===== src/rtl/cfgp_pkg.sv =====
package cfgp_pkg;

    localparam int CFG_DW     = 32;
    localparam int BUS_W      = 8;
    localparam int FN_W       = 8;
    localparam int REG_W      = 8;
    localparam int NUM_FN     = 1 << FN_W;
    localparam int SEL_EN_BIT = 31;
    localparam int SEL_BUS_LO = 16;
    localparam int SEL_FN_LO  = 8;
    localparam int SEL_REG_LO = 0;

    typedef enum logic [1:0] {
        SZ_BYTE  = 2'b00,
        SZ_WORD  = 2'b01,
        SZ_DWORD = 2'b10,
        SZ_RSVD  = 2'b11
    } acc_size_e;

    typedef enum logic [1:0] {
        ST_IDLE = 2'b00,
        ST_REQ  = 2'b01,
        ST_WAIT = 2'b10
    } seq_state_e;

    typedef struct packed {
        logic              write;
        acc_size_e         size;
        logic [FN_W-1:0]   devfn;
        logic [REG_W-1:0]  regoff;
        logic [CFG_DW-1:0] wdata;
    } cfg_req_t;

    function automatic logic is_full(acc_size_e sz);
        return (sz == SZ_DWORD) || (sz == SZ_RSVD);
    endfunction

    function automatic logic [CFG_DW-1:0] size_mask(acc_size_e sz);
        logic [CFG_DW-1:0] m;
        case (sz)
            SZ_BYTE: m = {{(CFG_DW-8){1'b0}}, 8'hFF};
            SZ_WORD: m = {{(CFG_DW-16){1'b0}}, 16'hFFFF};
            default: m = '1;
        endcase
        return m;
    endfunction

endpackage


===== src/rtl/cfgp_sel_latch.sv =====
module cfgp_sel_latch
    import cfgp_pkg::*;
(
    input  logic              clk,
    input  logic              rst,
    input  logic              load,
    input  logic [CFG_DW-1:0] load_data,
    output logic [CFG_DW-1:0] sel_q
);

    always_ff @(posedge clk) begin
        if (rst) begin
            sel_q <= '0;
        end else if (load) begin
            sel_q <= load_data;
        end
    end

endmodule


===== src/rtl/cfgp_target_decode.sv =====
module cfgp_target_decode
    import cfgp_pkg::*;
#(
    parameter logic [BUS_W-1:0] BRIDGE_BUS = '0
) (
    input  logic              sel_en,
    input  logic [BUS_W-1:0]  sel_bus,
    input  logic [FN_W-1:0]   sel_fn,
    input  logic [REG_W-1:0]  sel_reg,
    input  logic [1:0]        byte_off,
    input  acc_size_e         size,
    input  logic [NUM_FN-1:0] dev_present,
    output logic              hit,
    output logic [FN_W-1:0]   tgt_fn,
    output logic [REG_W-1:0]  tgt_reg
);

    logic bus_match;
    logic fn_there;

    always_comb begin
        bus_match = (sel_bus == BRIDGE_BUS);
        fn_there  = dev_present[sel_fn];
        hit       = sel_en && bus_match && fn_there;
        tgt_fn    = sel_fn;
        if (is_full(size)) begin
            tgt_reg = {sel_reg[REG_W-1:2], 2'b00};
        end else begin
            tgt_reg = sel_reg | {{(REG_W-2){1'b0}}, byte_off};
        end
    end

endmodule


===== src/rtl/cfgp_access_seq.sv =====
module cfgp_access_seq
    import cfgp_pkg::*;
(
    input  logic              clk,
    input  logic              rst,
    input  logic              acc_valid,
    input  logic              acc_data_port,
    input  logic              acc_write,
    input  acc_size_e         acc_size,
    input  logic [CFG_DW-1:0] acc_wdata,
    input  logic [CFG_DW-1:0] sel_q,
    input  logic              hit,
    input  logic [FN_W-1:0]   tgt_fn,
    input  logic [REG_W-1:0]  tgt_reg,
    input  logic              req_ready,
    input  logic [CFG_DW-1:0] tgt_rdata,
    output logic              idle,
    output cfg_req_t          req,
    output logic              req_valid,
    output logic              done,
    output logic [CFG_DW-1:0] rdata
);

    seq_state_e        state_q;
    cfg_req_t          req_q;
    logic              done_q;
    logic [CFG_DW-1:0] rdata_q;
    logic [CFG_DW-1:0] local_rd;

    always_comb begin
        if (acc_write) begin
            local_rd = '0;
        end else if (!acc_data_port && is_full(acc_size)) begin
            local_rd = sel_q;
        end else begin
            local_rd = size_mask(acc_size);
        end
    end

    always_ff @(posedge clk) begin
        if (rst) begin
            state_q <= ST_IDLE;
            req_q   <= '0;
            done_q  <= 1'b0;
            rdata_q <= '0;
        end else begin
            done_q <= 1'b0;
            case (state_q)
                ST_IDLE: begin
                    if (acc_valid) begin
                        if (acc_data_port && hit) begin
                            req_q.write  <= acc_write;
                            req_q.size   <= acc_size;
                            req_q.devfn  <= tgt_fn;
                            req_q.regoff <= tgt_reg;
                            req_q.wdata  <= acc_wdata & size_mask(acc_size);
                            state_q      <= ST_REQ;
                        end else begin
                            done_q  <= 1'b1;
                            rdata_q <= local_rd;
                        end
                    end
                end
                ST_REQ: begin
                    if (req_ready) begin
                        state_q <= ST_WAIT;
                    end
                end
                ST_WAIT: begin
                    done_q  <= 1'b1;
                    rdata_q <= req_q.write ? '0 : (tgt_rdata & size_mask(req_q.size));
                    state_q <= ST_IDLE;
                end
                default: state_q <= ST_IDLE;
            endcase
        end
    end

    assign idle      = (state_q == ST_IDLE);
    assign req       = req_q;
    assign req_valid = (state_q == ST_REQ);
    assign done      = done_q;
    assign rdata     = rdata_q;

endmodule


===== src/rtl/cfg_port_bridge.sv =====
module cfg_port_bridge
    import cfgp_pkg::*;
#(
    parameter logic [BUS_W-1:0] BRIDGE_BUS = '0
) (
    input  logic              clk,
    input  logic              rst,
    input  logic              host_valid,
    input  logic              host_port,
    input  logic [1:0]        host_byte_off,
    input  logic [1:0]        host_size,
    input  logic              host_write,
    input  logic [CFG_DW-1:0] host_wdata,
    output logic              host_done,
    output logic [CFG_DW-1:0] host_rdata,
    input  logic [NUM_FN-1:0] dev_present,
    output logic              cfg_req_valid,
    input  logic              cfg_req_ready,
    output logic              cfg_req_write,
    output logic [FN_W-1:0]   cfg_req_devfn,
    output logic [REG_W-1:0]  cfg_req_reg,
    output logic [1:0]        cfg_req_size,
    output logic [CFG_DW-1:0] cfg_req_wdata,
    input  logic [CFG_DW-1:0] cfg_rdata
);

    acc_size_e         size_e;
    logic [CFG_DW-1:0] latch_q;
    logic              latch_load;
    logic              seq_idle;
    logic              tgt_hit;
    logic [FN_W-1:0]   tgt_fn;
    logic [REG_W-1:0]  tgt_reg;
    cfg_req_t          req;

    assign size_e     = acc_size_e'(host_size);
    assign latch_load = host_valid && seq_idle && !host_port && host_write && is_full(size_e);

    cfgp_sel_latch i_latch (
        .clk       (clk),
        .rst       (rst),
        .load      (latch_load),
        .load_data (host_wdata),
        .sel_q     (latch_q)
    );

    cfgp_target_decode #(.BRIDGE_BUS(BRIDGE_BUS)) i_decode (
        .sel_en      (latch_q[SEL_EN_BIT]),
        .sel_bus     (latch_q[SEL_BUS_LO +: BUS_W]),
        .sel_fn      (latch_q[SEL_FN_LO +: FN_W]),
        .sel_reg     (latch_q[SEL_REG_LO +: REG_W]),
        .byte_off    (host_byte_off),
        .size        (size_e),
        .dev_present (dev_present),
        .hit         (tgt_hit),
        .tgt_fn      (tgt_fn),
        .tgt_reg     (tgt_reg)
    );

    cfgp_access_seq i_seq (
        .clk           (clk),
        .rst           (rst),
        .acc_valid     (host_valid),
        .acc_data_port (host_port),
        .acc_write     (host_write),
        .acc_size      (size_e),
        .acc_wdata     (host_wdata),
        .sel_q         (latch_q),
        .hit           (tgt_hit),
        .tgt_fn        (tgt_fn),
        .tgt_reg       (tgt_reg),
        .req_ready     (cfg_req_ready),
        .tgt_rdata     (cfg_rdata),
        .idle          (seq_idle),
        .req           (req),
        .req_valid     (cfg_req_valid),
        .done          (host_done),
        .rdata         (host_rdata)
    );

    assign cfg_req_write = req.write;
    assign cfg_req_devfn = req.devfn;
    assign cfg_req_reg   = req.regoff;
    assign cfg_req_size  = req.size;
    assign cfg_req_wdata = req.wdata;

endmodule


===== config.mk =====
export PLATFORM = sky130hd
export DESIGN_NAME = cfg_port_bridge
export DESIGN_NICKNAME = d
export VERILOG_FILES = /design/src/rtl/cfgp_pkg.sv /design/src/rtl/cfgp_sel_latch.sv /design/src/rtl/cfgp_target_decode.sv /design/src/rtl/cfgp_access_seq.sv /design/src/rtl/cfg_port_bridge.sv
export SDC_FILE = /design/constraint.sdc
export NUM_CORES = 1
export LEC_CHECK = 0
export BUFFER_PORTS_ARGS = -buffer_cell sky130_fd_sc_hd__buf_4
export CAP_MARGIN = 20
export CORE_AREA = 4 4 160 162
export CTS_CLUSTER_SIZE = 40
export DETAILED_ROUTE_END_ITERATION = 10
export DIE_AREA = 0 0 164 166
export GPL_TIMING_DRIVEN = 0
export HOLD_SLACK_MARGIN = 0.06
export SETUP_SLACK_MARGIN = 0.02
export SLEW_MARGIN = 20
export SYNTH_ARGS = -nofsm -noshare
export SYNTH_HDL_FRONTEND = slang
export SYNTH_SLANG_ARGS = --single-unit

===== constraint.sdc =====
create_clock -name clk -period 3.3 [get_ports clk]
set_clock_uncertainty 0.15 [all_clocks]
set_input_delay 0.33 -clock clk [delete_from_list [all_inputs] [get_ports clk]]
set_output_delay 0.33 -clock clk [all_outputs]
set_load 0.1 [all_outputs]

# After elaboration in Yosys (flattened, before gate mapping)
# Index checks and enable logic that the tools add are counted.
[classes]
magnitude_cmp = 1
n_eq_ne = 10
n_mux = 24
bitwise = 3
n_reduce_logical = 18
[op_table]
columns = ["op", "n"]
rows = [
  ["$mux 32", 11],
  ["$pmux 32 s2", 3],
  ["$and 32x32->32", 2],
  ["$lt 8x9->1 const B", 1],
  ["$reduce_and 3->1", 3],
  ["$bmux 1 s8", 1],
  ["$logic_and 1x1->1", 8],
  ["$logic_not 8->1", 1],
  ["$mux 8", 1],
  ["$or 8x2->8", 1],
  ["$eq 2x1->1 const B", 3],
  ["$eq 2x2->1 const B", 3],
  ["$logic_not 2->1", 3],
  ["$mux 2", 3],
  ["$ne 2x1->1 const B", 2],
  ["$ne 2x2->1 const B", 2],
  ["$pmux 2 s2", 1],
  ["$mux 1", 3],
  ["$pmux 1 s2", 1],
  ["$reduce_bool 2->1", 1],
  ["$logic_not 1->1", 1],
  ["$logic_or 1x1->1", 1],
]
[totals]
register_bits = 118
inputBits = 330
output_inout_bits = 85

# Longest topological paths before layout
# Gate-level depths: netlist of the first run.
[logic_depth]
depth_word = 9
ltp_mapped = 12
ltp_nobuf = 7

# By module
# From an unflattened synthesis of the first run, not the netlist that was laid out.
[unflattened]
cells_unflattened = 759
hier_area_um2 = 7504.7
[modules_own_cells]
columns = ["module", "instances", "cells_per_inst", "area_per_inst_um2", "seq_area_each_um2"]
rows = [
  ["cfgp_access_seq", 1, 454, 3972.6, 1721.7],
  ["cfgp_target_decode", 1, 200, 2358.5, 0.0],
  ["cfgp_sel_latch", 1, 103, 1163.6, 640.6],
  ["cfg_port_bridge", 1, 2, 10.0, 0.0],
]

# Worst setup path before layout of the first run
# OpenSTA, ideal clock, no wires.
[synth_path]
path_kind = "reg-to-reg"
startpoint = "register i_latch.sel_q[8]"
endpoint = "register i_seq.rdata_q[10] (netlist: i_seq.rdata[10])"
setup_time_ns = 0.121
t_arrival_ns = 2.714
required_time_ns = 3.029
path_slack_ns = 0.315
path_stages_with_launch = 12
period_less_slack_ns = 2.985
path_cell_list = "dfxtp_1 buf_6 buf_12 buf_12 mux4_2 a22oi_1 o211a_1 a2111o_1 buf_6 o31ai_4 buf_8 mux2_4"
[synth_via]
elab_chain_cells = 6
[synth_lines]
columns = ["element", "line", "source"]
rows = [
  ["start: declaration", "cfgp_sel_latch.sv:8", "output logic [CFG_DW-1:0] sel_q"],
  ["start signal: assignment", "cfgp_sel_latch.sv:15", "sel_q <= load_data;"],
  ["$bmux 1 s8", "cfgp_target_decode.sv:23", "fn_there = dev_present[sel_fn];"],
  ["$mux 1 (implied by the code)", "cfgp_target_decode.sv:23", ""],
  ["$logic_and 1x1->1", "cfgp_target_decode.sv:24", "hit = sel_en && bus_match && fn_there;"],
  ["$logic_and 1x1->1", "cfgp_access_seq.sv:51", "if (acc_data_port && hit) begin"],
  ["$ne 2x2->1 (no source line)", "-", ""],
  ["$reduce_and 3->1 (no source line)", "-", ""],
  ["end signal: assignment", "cfgp_access_seq.sv:60", "rdata_q <= local_rd;"],
  ["end signal: assignment", "cfgp_access_seq.sv:71", "rdata_q <= req_q.write ? '0 : (tgt_rdata & size_mask(req_q.size));"],
  ["end: declaration", "cfgp_access_seq.sv:27", "logic [CFG_DW-1:0] rdata_q;"],
]
# Every way passes these cells. The select of a mux whose other input is x is not followed.
# A chain may end at the register's enable or synchronous reset.

# Worst setup path in the final report of the first run
[layout_path]
startpoint = "register i_latch.sel_q[8]"
endpoint = "register i_seq.rdata_q[16] (netlist: i_seq.rdata[16])"
# Same word-level chain as after synthesis.

==> run metrics, run 1 <==
status finished, final reports clean; Area growth, synth to finish 62.6%; wire per inst 22.6 um; Distinct cells, synth 57; crit-path max FO 9; Place WS -0.470 ns; via count 8812; Critical Path Start Type register; hpwl dp 31200 um; measured slew at the worst slew-check pin 0.673 ns; GPL Wtd Cong 0.956; DIE AREA 0.0272 mm^2; Pleak 0.00538 uW; CTS clock-pin slew for the worst setup and hold paths 0.05 ns; Ant. Diodes 0; Chip Width 164 um; Seq. cell area 0.00237 mm^2; worst hold slack 0.0960 ns; first-pass GRT wire length 55500 um; fmax 308 MHz; number of global-route vias before repair 9109; Syn Area/Cell 9.37 um^2; antenna viol nets, final 0; worst vdd ir 0.362 mV; WP data required 3.45 ns; CTS H-tree lvls 4; layout cell share with drive strength beyond 1 45.5%; Setup Viol. Count Final 0; min Tclk post-route 3.25 ns; Die Height 166 um; setup TNS 0 ns; DR DRC count 0; max-slew violation count 0; final core utilization 53.7%; Hold WC Path Type input pin to register; DRT Pass-1 Iters 4; TritonCTS clock tree built; Final Hold Fails 0; MaxCap Viol Count 0; ys async rst share 0%; Tcrit/Tclk final 98.5%; Post-Syn Area 0.00796 mm^2; Via density 5.26; clock root buffer clkbuf_16; total CTS buffers 17; Initial Util 33.0%; Fillers 2275; EDFF count, synth 0; headroom to the max-slew limit 55.0%; Routed WL 37900 um; GRT Resource Usage Total 26.8%; CTS Buffer Depth 2; initial antenna violation count 0; setup ws final 0.0489 ns; port bufs 413; syn nets 1179; Iter 0 DRT Violations 627; CP Capture Type register; cell row count 57; unrepaired setup endpoints after global routing true; pin count of the biggest net entering global routing 17; gr ovfl total 0; Boundary Pins 415; area of the multi-input gates 0.00520 mm^2; Core Area 0.0241 mm^2; pwr dens 341 mW/mm^2; cells after synthesis 849; CP Class register to register; final net count 1669; FF+latch count, synth 118; Skew-Pair Late Insertion Delay 0.42 ns; Clock Sinks 118; arrival time at the worst endpoint 3.40 ns; post-synthesis sequential area ratio 29.7%; Main synth FF type dfxtp_1; Synth Warn # 0
-- synthesized netlist by cell type, types with 5 or more instances --
| master | instances | area (um^2) |
|---|---|---|
| o21ai_0 | 8 | 40.0 |
| nand3_1 | 5 | 25.0 |
| o31ai_1 | 43 | 323 |
| nand4_1 | 45 | 282 |
| o22ai_1 | 7 | 43.8 |
| nor2_1 | 89 | 334 |
| mux4_1 | 23 | 604 |
| mux2_4 | 29 | 435 |
| clkbuf_1 | 56 | 210 |
| a21oi_1 | 107 | 536 |
| nor2b_1 | 41 | 257 |
| nor3_1 | 11 | 55.1 |
| buf_2 | 9 | 45.0 |
| nand2b_1 | 15 | 93.8 |
| buf_1 | 5 | 18.8 |
| buf_4 | 6 | 45.0 |
| mux4_2 | 40 | 901 |
| and2_1 | 18 | 113 |
| mux2i_1 | 22 | 220 |
| mux2_2 | 9 | 101 |
| buf_12 | 5 | 100 |
| nand2_1 | 88 | 330 |
| dfxtp_1 | 118 | 2360 |
-- report_power, final --
part / total, uW / internal (uW) / switching [uW]
registers: 1470 / 1450 / 17.8
clock network: 1900 / 1240 / 668
logic: 1040 / 530 / 506
-- path summary, 6_finish.rpt --
check | start | to | depth (start not counted) | slack (ns)
worst max-delay path | i_latch.sel_q[8]$_SDFFE_PP0P_ | i_seq.rdata[16]$_SDFFE_PP0P_ | 12 | 0.05
worst min-delay path | host_write | i_seq.req[50]$_SDFFE_PP0P_ | 3 | 0.1
worst max register to register | i_latch.sel_q[8]$_SDFFE_PP0P_ | i_seq.rdata[16]$_SDFFE_PP0P_ | 12 | 0.05
worst min register to register | i_latch.sel_q[25]$_SDFFE_PP0P_ | i_latch.sel_q[25]$_SDFFE_PP0P_ | 2 | 0.31
-- critical path, cell delays in order (launching register included) --
cell and delay, ns:
dfxtp_2 0.31, buf_6 0.14, buf_12 0.14, mux4_2 0.40, mux2i_4 0.09, a221oi_2 0.34, o21ai_4 0.11, a2111o_1 0.44
buf_6 0.14, o31ai_4 0.21, buf_12 0.19, clkbuf_16 0.16, mux2_4 0.29
-- metal layers --
metal  share of wire [%]  GRT usage, %
met1                  43          36.2
met2                  49          44.5
met3                 7.0          5.39
met4                 1.8          5.69
met5                   0             0
-- cells in the final DEF, fill, tap and decap left out, drive strengths merged, types with 44 or more instances in the layout --
cell,n
nand2,88
buf,462
mux4,63
nor2,89
a21oi,107
o31ai,44
nand4,45
clkbuf,86
dfxtp,118
-- registers in the layout, indices dropped and copies added, names as in the netlist --
signal,flops
i_latch.sel_q,32
i_seq.req,51
i_seq.state_q,2
i_seq.rdata,32
i_seq.done,1
-- metrics by stage --
step / cell area [um^2] / cells / total power [uW]
2_1_floorplan: 7960 / 849 / 1970
3_3_place_gp: 11500 / 1586 / 2430
3_5_place_dp: 11500 / 1586 / 2430
4_1_cts: 12600 / 1658 / 4380
5_1_grt: 12900 / 1675 / 4550
6_report: 12900 / 1675 / 4410
-- cell families after synthesis --
logic type / Yosys count / synth area share (%)
mux: 126 / 28.8
compound gates: 189 / 14.8
buf+inv: 91 / 6.68
flops: 118 / 29.7
simple gates: 325 / 20.0
-- repair_timing --
item / in CTS / in global routing
setup buffers: 7 / 13
pin swaps: 6 / 9
cloned: 0 / 4
setup endpoints to repair: 82 / 69
resized for setup: 37 / 39
endpoints found under the hold margin: 47 / 0
hold buffers: 34 / 0
-- area by class of cell --
| type | instances | share of cell area, % |
|---|---|---|
| multi-input cells | 640 | 40.2 |
| repair buffers | 471 | 28.7 |
| flip-flops and latches | 118 | 18.3 |
| plain buffers | 89 | 4.95 |
| clock buffers | 22 | 3.66 |
| well taps | 324 | 3.13 |
| clock inverters | 9 | 0.967 |
| inverters | 2 | 0.0580 |
Power figures use the tool's default switching activity.
==> inputs of run 2 (changes only) <==
- CORE_AREA: 4 4 160 162 -> 5 5 156 158
- DIE_AREA: 0 0 164 166 -> 0 0 161 163
- clock period: 3.3 -> 3.1 ns (I/O delays scaled with it)
==> run metrics, run 2 (synthesis results as in run 1) <==
status finished, violations left; violated checks setup timing; clock root buffer clkbuf_16; WP data required 3.26 ns; cell row count 56; Setup Viol. Count Final 33; Pleak 0.00565 uW; fmax 310 MHz; Tcrit/Tclk final 104%; final core utilization 60.2%; Skew-Pair Late Insertion Delay 0.42 ns; CTS Buffer Depth 2; Initial Util 34.6%; commonest non-fill, non-tap cell in the layout buf_4; Fillers 2011; GPL Wtd Cong 0.878; measured slew at the worst slew-check pin 1.21 ns; CP Cell Sequence buf_12, buf_12, buf_12, mux4_2, mux2_4, o2111ai_2, a2111o_1, buf_6, o31ai_4, buf_12, clkbuf_16, mux2_4; setup TNS -3.24 ns; worst vdd ir 0.310 mV; wire per inst 23.9 um; Core Area 0.0230 mm^2; antenna viol nets, final 0; Die Height 163 um; DRT Pass-1 Iters 6; CTS H-tree lvls 4; Clock Sinks 118; DIE AREA 0.0262 mm^2; Hold WC Path Type input pin to register; CP Capture Type register; setup ws final -0.128 ns; hpwl dp 30300 um; CP Class register to register; final net count 1685; first-pass GRT wire length 56700 um; Chip Width 161 um; min Tclk post-route 3.23 ns; Worst path most repeated cell buf_12; crit-path max FO 7; slowest cell on the critical path a2111o_1; via count 9023; most frequent cells in the layout buf_4, dfxtp_1, a21oi_1, nor2_1, nand2_1; Boundary Pins 415; GRT Resource Usage Total 28.6%; Ant. Diodes 0; post-route cell area 0.0138 mm^2; Place WS -0.635 ns; pwr dens 365 mW/mm^2; number of global-route vias before repair 9220; Final Hold Fails 0; Iter 0 DRT Violations 708; port bufs 413; headroom to the max-slew limit 19.2%; total CTS buffers 17; placed cell area 0.0114 mm^2; gr ovfl total 0; DR DRC count 0; TritonCTS clock tree built; MaxCap Viol Count 0; arrival time at the worst endpoint 3.38 ns; Largest register FFs 51; CTS clock-pin slew for the worst setup and hold paths 0.06 ns; Routed WL 39700 um; layout cell share with drive strength beyond 1 50.5%; Critical Path Start Type register; pin count of the biggest net entering global routing 17; unrepaired setup endpoints after global routing true; max-slew violation count 0; slowest stage delay, CP 0.45 ns; Via density 5.44; initial antenna violation count 3; Area growth, synth to finish 73.8%
run 2: area by class of cell:
type	count	area, um^2	share of cell area [%]
plain buffers	88	776	5.61
clock buffers	25	526	3.80
clock inverters	7	138	0.995
inverters	2	10.0	0.0724
multi-input cells	640	5630	40.7
flip-flops and latches	118	2370	17.1
well taps	290	363	2.62
repair buffers	488	4020	29.1
run 2: through the flow:
stage | total power, uW | std cells | hold WS (ns)
after floorplan | 2100 | 849 | 0.287
after global placement | 2580 | 1552 | 0.297
after detailed placement | 2590 | 1552 | 0.298
after CTS | 4910 | 1646 | 0.0707
after global routing | 5190 | 1658 | 0.0684
final | 5040 | 1658 | 0.0763
run 2: worst max-delay path, delay by kind of cell (launching register included):
kind	cells	cell delay, ns
AO/OA/AOI/OAI	3	0.81
flip-flops	1	0.33
buffers and inverters	6	0.96
multiplexers	3	0.83
run 2: timing repair:
item | in CTS | in global routing
hold buffers | 34 | 0
cloned | 5 | 6
gates resized for setup | 92 | 150
endpoints found under the hold margin | 48 | 0
setup endpoints to repair | 85 | 84
buffers inserted | 23 | 9
pin swaps | 11 | 67
run 2: worst paths after layout:
path / startpoint / endpoint / slack [ns] / depth (start not counted)
hold reg to reg: i_latch.sel_q[30]$_SDFFE_PP0P_ / i_latch.sel_q[30]$_SDFFE_PP0P_ / 0.30 / 2
hold / removal: host_write / i_seq.req[50]$_SDFFE_PP0P_ / 0.08 / 3
setup / recovery: i_latch.sel_q[8]$_SDFFE_PP0P_ / i_seq.rdata[13]$_SDFFE_PP0P_ / -0.13 / 12
setup reg to reg: i_latch.sel_q[8]$_SDFFE_PP0P_ / i_seq.rdata[13]$_SDFFE_PP0P_ / -0.13 / 12
run 2: metal layers:
metal | global-route usage, % | share of wire (%)
met1 | 37.4 | 41
met2 | 48.0 | 49
met5 | 0 | 0.14
met3 | 6.73 | 7.6
met4 | 7.10 | 1.9
run 2: power by group:
part	leakage (uW)	switching, uW	internal [uW]
Sequential	0.000956	20.6	1540
Clock	0.000326	722	1490
Combinational	0.00437	609	654
